$ cat src/rtl/pulse_pwm_gen.sv
module pulse_pwm_gen #(
  parameter int W = 16,
  parameter logic [W-1:0] RELOAD = {{(W-3){1'b1}}, 3'b100}
) (
  input  logic         clk,
  input  logic         rst_n,
  input  logic         enable,
  input  logic         pwm_mode,
  input  logic         tick,
  input  logic         trig_in,
  input  logic         trig_rise,
  input  logic         lvl_active,
  input  logic         lvl_idle,
  input  logic [W-1:0] cmp_end,
  input  logic [W-1:0] cmp_period,
  output logic         wave_out,
  output logic [W-1:0] cnt_out,
  output logic         match_end,
  output logic         match_period
);

  typedef enum logic [1:0] {ST_IDLE = 2'd0, ST_PULSE = 2'd1, ST_TAIL = 2'd2} state_t;

  state_t       state;
  logic [W-1:0] cnt, sh_end, sh_per;
  logic         trig_q;

  wire edge_seen = trig_rise ? (trig_in & ~trig_q) : (~trig_in & trig_q);
  wire start     = pwm_mode | edge_seen;
  wire per_hit   = pwm_mode && (cnt == sh_per);
  wire end_hit   = (state == ST_PULSE) && (cnt == sh_end);

  assign wave_out = (state == ST_PULSE) ? lvl_active : lvl_idle;
  assign cnt_out  = cnt;

  always_ff @(posedge clk or negedge rst_n) begin
    if (!rst_n) begin
      state        <= ST_IDLE;
      cnt          <= RELOAD;
      sh_end       <= '0;
      sh_per       <= '0;
      trig_q       <= 1'b0;
      match_end    <= 1'b0;
      match_period <= 1'b0;
    end else begin
      trig_q       <= trig_in;
      match_end    <= 1'b0;
      match_period <= 1'b0;
      if (!enable) begin
        state <= ST_IDLE;
        cnt   <= RELOAD;
      end else if (state == ST_IDLE) begin
        if (start) begin
          state  <= ST_PULSE;
          cnt    <= RELOAD;
          sh_end <= cmp_end;
          sh_per <= cmp_period;
        end
      end else if (tick) begin
        if (per_hit) begin
          match_period <= 1'b1;
          state        <= ST_PULSE;
          cnt          <= RELOAD;
          sh_end       <= cmp_end;
          sh_per       <= cmp_period;
        end else if (end_hit) begin
          match_end <= 1'b1;
          if (pwm_mode) begin
            state <= ST_TAIL;
            cnt   <= cnt + W'(1);
          end else begin
            state <= ST_IDLE;
            cnt   <= RELOAD;
          end
        end else if (state == ST_TAIL && !pwm_mode) begin
          state <= ST_IDLE;
          cnt   <= RELOAD;
        end else begin
          cnt <= cnt + W'(1);
        end
      end
    end
  end

endmodule

$ cat config.mk
export PLATFORM = sky130hd
export DESIGN_NAME = pulse_pwm_gen
export DESIGN_NICKNAME = d
export VERILOG_FILES = /design/src/rtl/pulse_pwm_gen.sv
export SDC_FILE = /design/constraint.sdc
export NUM_CORES = 1
export LEC_CHECK = 0
export BUFFER_PORTS_ARGS = -buffer_cell sky130_fd_sc_hd__buf_4
export CORE_ASPECT_RATIO = 1.25
export CORE_MARGIN = 2
export CORE_UTILIZATION = 59
export CTS_BUF_LIST = sky130_fd_sc_hd__clkbuf_16
export DETAILED_ROUTE_END_ITERATION = 6
export GPL_TIMING_DRIVEN = 0
export PLACE_DENSITY = 0.85
export SLEW_MARGIN = 0
export SYNTH_ARGS = -nofsm -noshare
export SYNTH_HDL_FRONTEND = slang
export SYNTH_SLANG_ARGS = --single-unit
$ cat constraint.sdc
create_clock -name clk -period 3.6 [get_ports clk]
set_input_delay 0 -clock clk [delete_from_list [all_inputs] [get_ports clk]]
set_output_delay 0 -clock clk [all_outputs]
set_load 0.03 [all_outputs]
==> impl_metrics.csv, run 1 <==
group,metric,value,unit
sta,worst_pin_slew,0.661,ns
floorplanning,die_h,84.0,microns
grt,antenna_found_initial,0,
clock_network,cts_root_buf,"clkbuf_16",
route,avgViaCountPerCell,5.82,
power,power-per-cell-area,618,nW/um^2
sta,min_period,2.53,ns
synth,synth-main-ff-cell,"dfrtp_1",
clock_network,clockBufferDepth,2,
sta,finalClockSkew,0.00814,ns
synth,syn_avg_cell_area,11.9,sq um
final_layout,drive_above_1_share,41.6,%
sta,setup_viol,0,
clock_network,clkSinkCount,53,
power,ir_worst_vdd,514,uV
critical_path,worst-setup-path-type,"reg2reg",
synth,ys_types,50,
clock_network,numCtsBuffers,5,
power,leakage,0.00178,uW
route,ant_nets,0,
sta,slew_viol_final,0,
min_path,hp-class,"in2reg",
sta,fmax,396,MHz
route,firstDrtPassIters,4,
sta,finalSetupTns,0,ns
sta,hold_viol,0,
clock_network,clkLatencyLatePin,0.29,ns
floorplanning,core,5010,sq um
grt,grt_max_degree,54,
synth,synth_edf_count,0,
grt,grt-ovfl-total,0,
final_layout,diodes,0,
floorplanning,die_w,68.0,microns
clock_network,clk_pin_slew_worst_paths,0.07,ns
grt,grt_pass1_vias,2586,
synth,synth_nets,296,
grt,grt_pass1_wl,12500,microns
power,pwr-share-clk,20.8,%
route,vias,2434,
power,pwr-share-comb,40.3,%
sta,fin_crit_sh,70.1,%
final_layout,fin_nets,397,
floorplanning,io-pin-count,60,
grt,grt_usage,29.4,%
synth,synth_seq_area_share,44.4,%
synth,synth.ff_latch_count,53,
critical_path,rr_worst_depth,8,
power,power.total,2510,uW
synth,syn_inst,254,
critical_path,r2r_slack,1.07,ns
power,switchingPower,816,uW
power,p_int,1690,uW
flow_run,maxCapViolCount,0,
clock_network,htree_levels,2,
synth,async_flop_share,100,%
synth,syn_area,3020,sq um
final_layout,area_growth,34.2,%
synth,synth_warnings,0,
floorplanning,start_util,60.4,%
power,power_frac_seq,38.9,%
critical_path,worst_ep_required_time,3.77,ns
sta,rsz0062_at_grt,"no",
floorplanning,fp.dieArea,5720,sq um
placed_design,place_congestion,0.841,
power,swShare,32.5,%
critical_path,critPathLaunchType,"flop",
synth,synth_area_leaders,"dfrtp_1 32%, mux2_4 14%, dfstp_2 12%",
sta,relSlewSlack,55.9,%
final_layout,fill_cells,308,
placed_design,dp_hpwl,4960,microns
critical_path,cp-startpoint,"cnt_out[8]",
critical_path,crit_fanout,10,
critical_path,worst_setup_path_end_kind,"flop",
critical_path,cp.arrival,2.70,ns
floorplanning,num_rows,29,
clock_network,post_cts_buffers,0,
critical_path,critPathCapture,"sh_end[13]",
route,wl_per_cell,18.6,microns
route,drt_iter0_drc,239,
critical_path,rr_endpoint,"sh_end[13]",
placed_design,portBuffers,59,
synth,synth_top_cell_by_area,"dfrtp_1",
synth,synth_top_area_share,32.3,%
route,drc,0,
critical_path,timing.rr.start,"cnt_out[8]",
route,routed_wirelength,7770,microns
status,status,"finished clean",
clock_network,cts_tree,"built",
[per-layer routing]
layer | GRT usage (%) | wire (microns)
met4 | 11.3 | 287
met3 | 5.40 | 432
met2 | 49.5 | 3960
met1 | 36.2 | 3090
met5 | 0 | 0
[how the worst min path moves through the flow]
stage / from / to / cells past startpoint / slack (ns)
after floorplan: rst_n / cnt_out[0] / 0 / -0.30
after global placement: rst_n / sh_per[8] / 1 / 0.07
after detailed placement: rst_n / sh_per[8] / 1 / 0.07
after CTS: pwm_mode / match_period / 3 / 0.03
after global routing: pwm_mode / match_period / 3 / 0.04
final: pwm_mode / match_period / 3 / 0.04
[stage by stage]
step	area (sq um)	util, %	std cells	hold WS (ns)	setup WS, ns
after global placement	3540	70.8	375	0.0699	1.22
after global routing	4060	81.0	418	0.0401	0.964
after CTS	4060	81.0	418	0.0300	1.10
final	4060	81.0	418	0.0415	1.07
after detailed placement	3540	70.8	375	0.0741	1.14
after floorplan	3020	-	254	-0.296	1.36
[cell type report]
| type | count | area [sq um] | share of cell area [%] |
|---|---|---|---|
| flip-flops and latches | 53 | 1340 | 33.1 |
| clock inverters | 3 | 37.5 | 0.925 |
| multi-input cells | 184 | 1550 | 38.3 |
| well taps | 62 | 77.6 | 1.91 |
| repair buffers | 94 | 793 | 19.5 |
| inverters | 1 | 3.75 | 0.0925 |
| clock buffers | 5 | 125 | 3.08 |
| plain buffers | 16 | 124 | 3.05 |
[cell usage after synthesis, types with 2 or more instances]
cell type	count
dfrtp_1	39
dfstp_2	14
or2_2	3
nand4_1	5
and3_1	3
nor3_1	5
nor2_1	13
xor2_1	13
o21ai_2	7
xnor2_1	26
nand2_1	17
o22a_1	2
o21a_1	2
nor2b_1	2
nor4_1	3
buf_6	5
o21ai_0	5
mux2_2	4
clkbuf_1	2
a31oi_1	5
buf_2	8
mux2_4	29
o211a_1	3
nand3_1	12
a31o_2	2
[worst max-delay path, stage by stage (launching register included)]
cell and delay (ns):
dfstp_2 0.65, xnor2_1 0.16, nand4_1 0.16, or2_2 0.35, nor2_1 0.13, o211a_1 0.16, buf_2 0.25, buf_6 0.23
mux2_4 0.32
[flip-flops by register name, summed over array words and instances (netlist names)]
signal and cells:
cnt_out 16, sh_end 16, sh_per 16, state 2
match_end 1, match_period 1, trig_q 1
[power by group through the flow]
stage	Combinational [uW]	Sequential, uW	Clock, uW
after global routing	1080	996	557
after floorplan	745	944	0
after detailed placement	952	970	0
final	1010	975	521
after global placement	918	971	0
after CTS	991	969	533
[cells in the final DEF, fill, tap and decap left out, drive strengths merged, types with 2 or more instances in the layout]
cell type and n:
buf 73, clkbuf 7, a31o 2, dlygate4sd3 35
dfstp 14, nand3 12, inv 2, nand2 17
or2 3, a31oi 7, nor3b 2, xor2 13
nor3 5, nor2b 2, mux2 33, and3 4
o21ai 12, o22a 2, nand4 5, o211a 3
dfrtp 39, nor2 13, xnor2 26, nor4 3
o21a 2, and2 2
[timing repair]
| item | CTS | global route |
|---|---|---|
| gates resized for setup | 0 | 0 |
| endpoints found under the hold margin | 74 | 0 |
| hold buffers | 35 | 0 |
[cells by family after synthesis]
| logic type | share of synthesized area, % |
|---|---|
| xor gates and xnor gates | 11.3 |
| and+or+nand+nor | 13.5 |
| buffers and inverters | 4.22 |
| DFF | 44.4 |
| adders and majority gates | 0.414 |
| AOI/OAI and AO/OA | 10.2 |
| muxes | 15.9 |
Power figures use the tool's default switching activity.
==> run 2, diff against run 1 <==
--- a/config.mk
+++ b/config.mk
@@ -8,11 +8,11 @@
 export BUFFER_PORTS_ARGS = -buffer_cell sky130_fd_sc_hd__buf_4
 export CORE_ASPECT_RATIO = 1.25
 export CORE_MARGIN = 2
-export CORE_UTILIZATION = 59
+export CORE_UTILIZATION = 50
 export CTS_BUF_LIST = sky130_fd_sc_hd__clkbuf_16
 export DETAILED_ROUTE_END_ITERATION = 6
 export GPL_TIMING_DRIVEN = 0
-export PLACE_DENSITY = 0.85
+export PLACE_DENSITY = 0.76
 export SLEW_MARGIN = 0
 export SYNTH_ARGS = -nofsm -noshare
 export SYNTH_HDL_FRONTEND = slang
==> constraint.sdc (replaced) <==
create_clock -name clk -period 2.22 [get_ports clk]
set_input_delay 0 -clock clk [delete_from_list [all_inputs] [get_ports clk]]
set_output_delay 0 -clock clk [all_outputs]
set_load 0.03 [all_outputs]
==> run 2 against run 1 <==
Net effect:
- the flow now finishes with violations (negative setup slack)
- routed wire length rose by 11%
- register-to-register slack got worse by 1.2 ns
- first-iteration DRC count fell by 29%
- non-clock buffer count rose by 24
- hold slack improved by 0.020 ns
- largest power group unchanged
==> impl_metrics.csv, run 2 (synthesis results as in run 1) <==
group,metric,value,unit
status,status,"finished, violations left",
status,violations,"negative setup slack",
floorplanning,num_rows,31,
route,drc,0,
placed_design,portBuffers,59,
flow_run,maxCapViolCount,0,
sta,hold_ws,0.0612,ns
final_layout,fin_cells,446,
grt,grt_pass1_vias,2406,
floorplanning,die_h,91.0,microns
floorplanning,die_w,73.6,microns
sta,fmax,433,MHz
grt,grt_max_degree,54,
critical_path,worst_ep_required_time,2.40,ns
route,vias,2561,
grt,antenna_found_initial,0,
sta,min_period,2.31,ns
route,routed_wirelength,8650,microns
critical_path,critPathLaunchType,"flop",
sta,rsz0062_at_grt,"yes",
grt,grt-ovfl-total,0,
final_layout,diodes,0,
sta,worst_pin_slew,0.693,ns
clock_network,numCtsBuffers,5,
power,power-per-cell-area,987,nW/um^2
route,firstDrtPassIters,4,
clock_network,clockBufferDepth,2,
critical_path,worst_setup_path_end_kind,"flop",
placed_design,place_congestion,0.860,
grt,grt_usage,23.5,%
critical_path,crit_fanout,7,
grt,grt_pass1_wl,12100,microns
clock_network,htree_levels,2,
clock_network,cts_root_buf,"clkbuf_16",
placed_design,dp.cells,379,
power,leakage,0.00201,uW
route,avgViaCountPerCell,5.74,
final_layout,fin_nets,421,
floorplanning,fp.dieArea,6690,sq um
sta,setup_viol,42,
final_layout,mostFrequentLayoutCells,"79 x buf_4, 39 x dfrtp_1, 35 x dlygate4sd3_1, 32 x mux2_4, 21 x xnor2_1",
sta,slew_viol_final,0,
critical_path,worst-setup-path-type,"reg2reg",
critical_path,cp.arrival,2.49,ns
route,wl_per_cell,19.4,microns
floorplanning,core,5820,sq um
placed_design,pre_cts_slack,-0.152,ns
final_layout,finish.utilization,77.0,%
floorplanning,start_util,52.0,%
floorplanning,io-pin-count,60,
sta,hold_viol,0,
sta,setup_slack,-0.0893,ns
sta,finalClockSkew,0.00870,ns
final_layout,area_growth,48.1,%
clock_network,clkLatencyLatePin,0.29,ns
sta,relSlewSlack,53.8,%
clock_network,cts_tree,"built",
route,ant_nets,0,
min_path,hp-class,"in2reg",
sta,fin_crit_sh,104,%
placed_design,dp_hpwl,4940,microns
final_layout,drive_above_1_share,47.9,%
sta,finalSetupTns,-2.30,ns
final_layout,fill_cells,333,
final_layout,final_common_cell,"buf_4",
power,ir_worst_vdd,527,uV
route,drt_iter0_drc,170,
clock_network,clkSinkCount,53,
clock_network,clk_pin_slew_worst_paths,0.07,ns
[run 2: worst paths after layout]
kind                       startpoint           end  slack, ns  cells after the start
max                        cnt_out[3]     sh_end[4]      -0.09                      9
min                          pwm_mode  match_period       0.06                      3
max reg2reg                cnt_out[3]     sh_end[4]      -0.09                      9
min reg2reg                sh_end[14]    sh_end[14]       0.54                      1
max in group asynchronous       rst_n     sh_end[8]       1.47                      2
min in group asynchronous       rst_n     sh_per[5]       0.29                      2
[run 2: layer usage]
layer | wire (microns) | part of all wire, % | track usage [%]
met3 | 361 | 4.2 | 3.88
met2 | 4480 | 52 | 38.0
met1 | 3600 | 42 | 31.5
met5 | 0 | 0 | 0
met4 | 212 | 2.5 | 8.03
[run 2: report_power, final]
| group | leakage, uW | switching, uW | internal [uW] |
|---|---|---|---|
| combinational | 0.00132 | 800 | 1130 |
| sequential | 0.000614 | 312 | 1290 |
| clock | 0.0000775 | 361 | 529 |
[run 2: per-stage QoR]
step / cell area (sq um) / total power, uW
final: 4480 / 4420
after global routing: 4480 / 4600
after CTS: 4140 / 4140
after detailed placement: 3560 / 3120
after global placement: 3560 / 3080
after floorplan: 3030 / 2740
[run 2: cell type report]
| class | count | area, sq um | share of cell area [%] |
|---|---|---|---|
| Multi-Input combinational cell | 184 | 1640 | 36.6 |
| Sequential cell | 53 | 1340 | 30.0 |
| Timing Repair Buffer | 120 | 1070 | 23.9 |
| Buffer | 14 | 175 | 3.91 |
| Clock buffer | 5 | 125 | 2.79 |
| Tap cell | 66 | 82.6 | 1.84 |
| Clock inverter | 3 | 41.3 | 0.922 |
| Inverter | 1 | 3.75 | 0.0838 |
[run 2: critical path, cell delays in order (launching register included)]
cell and delay [ns]:
dfstp_2 0.54, buf_6 0.13, xnor2_2 0.13, nand4_1 0.16, nand4bb_4 0.27, nor2_2 0.14
o211a_1 0.20, buf_12 0.17, clkbuf_16 0.16, mux2_4 0.30
[run 2: what timing repair did]
action,4_1_cts,5_1_grt
endpoints found under the setup margin,30,48
hold buffers,35,0
resized for setup,9,21
gates cloned,0,3
buffers inserted,3,20
hold endpoints to repair,74,0
pin swaps,2,7
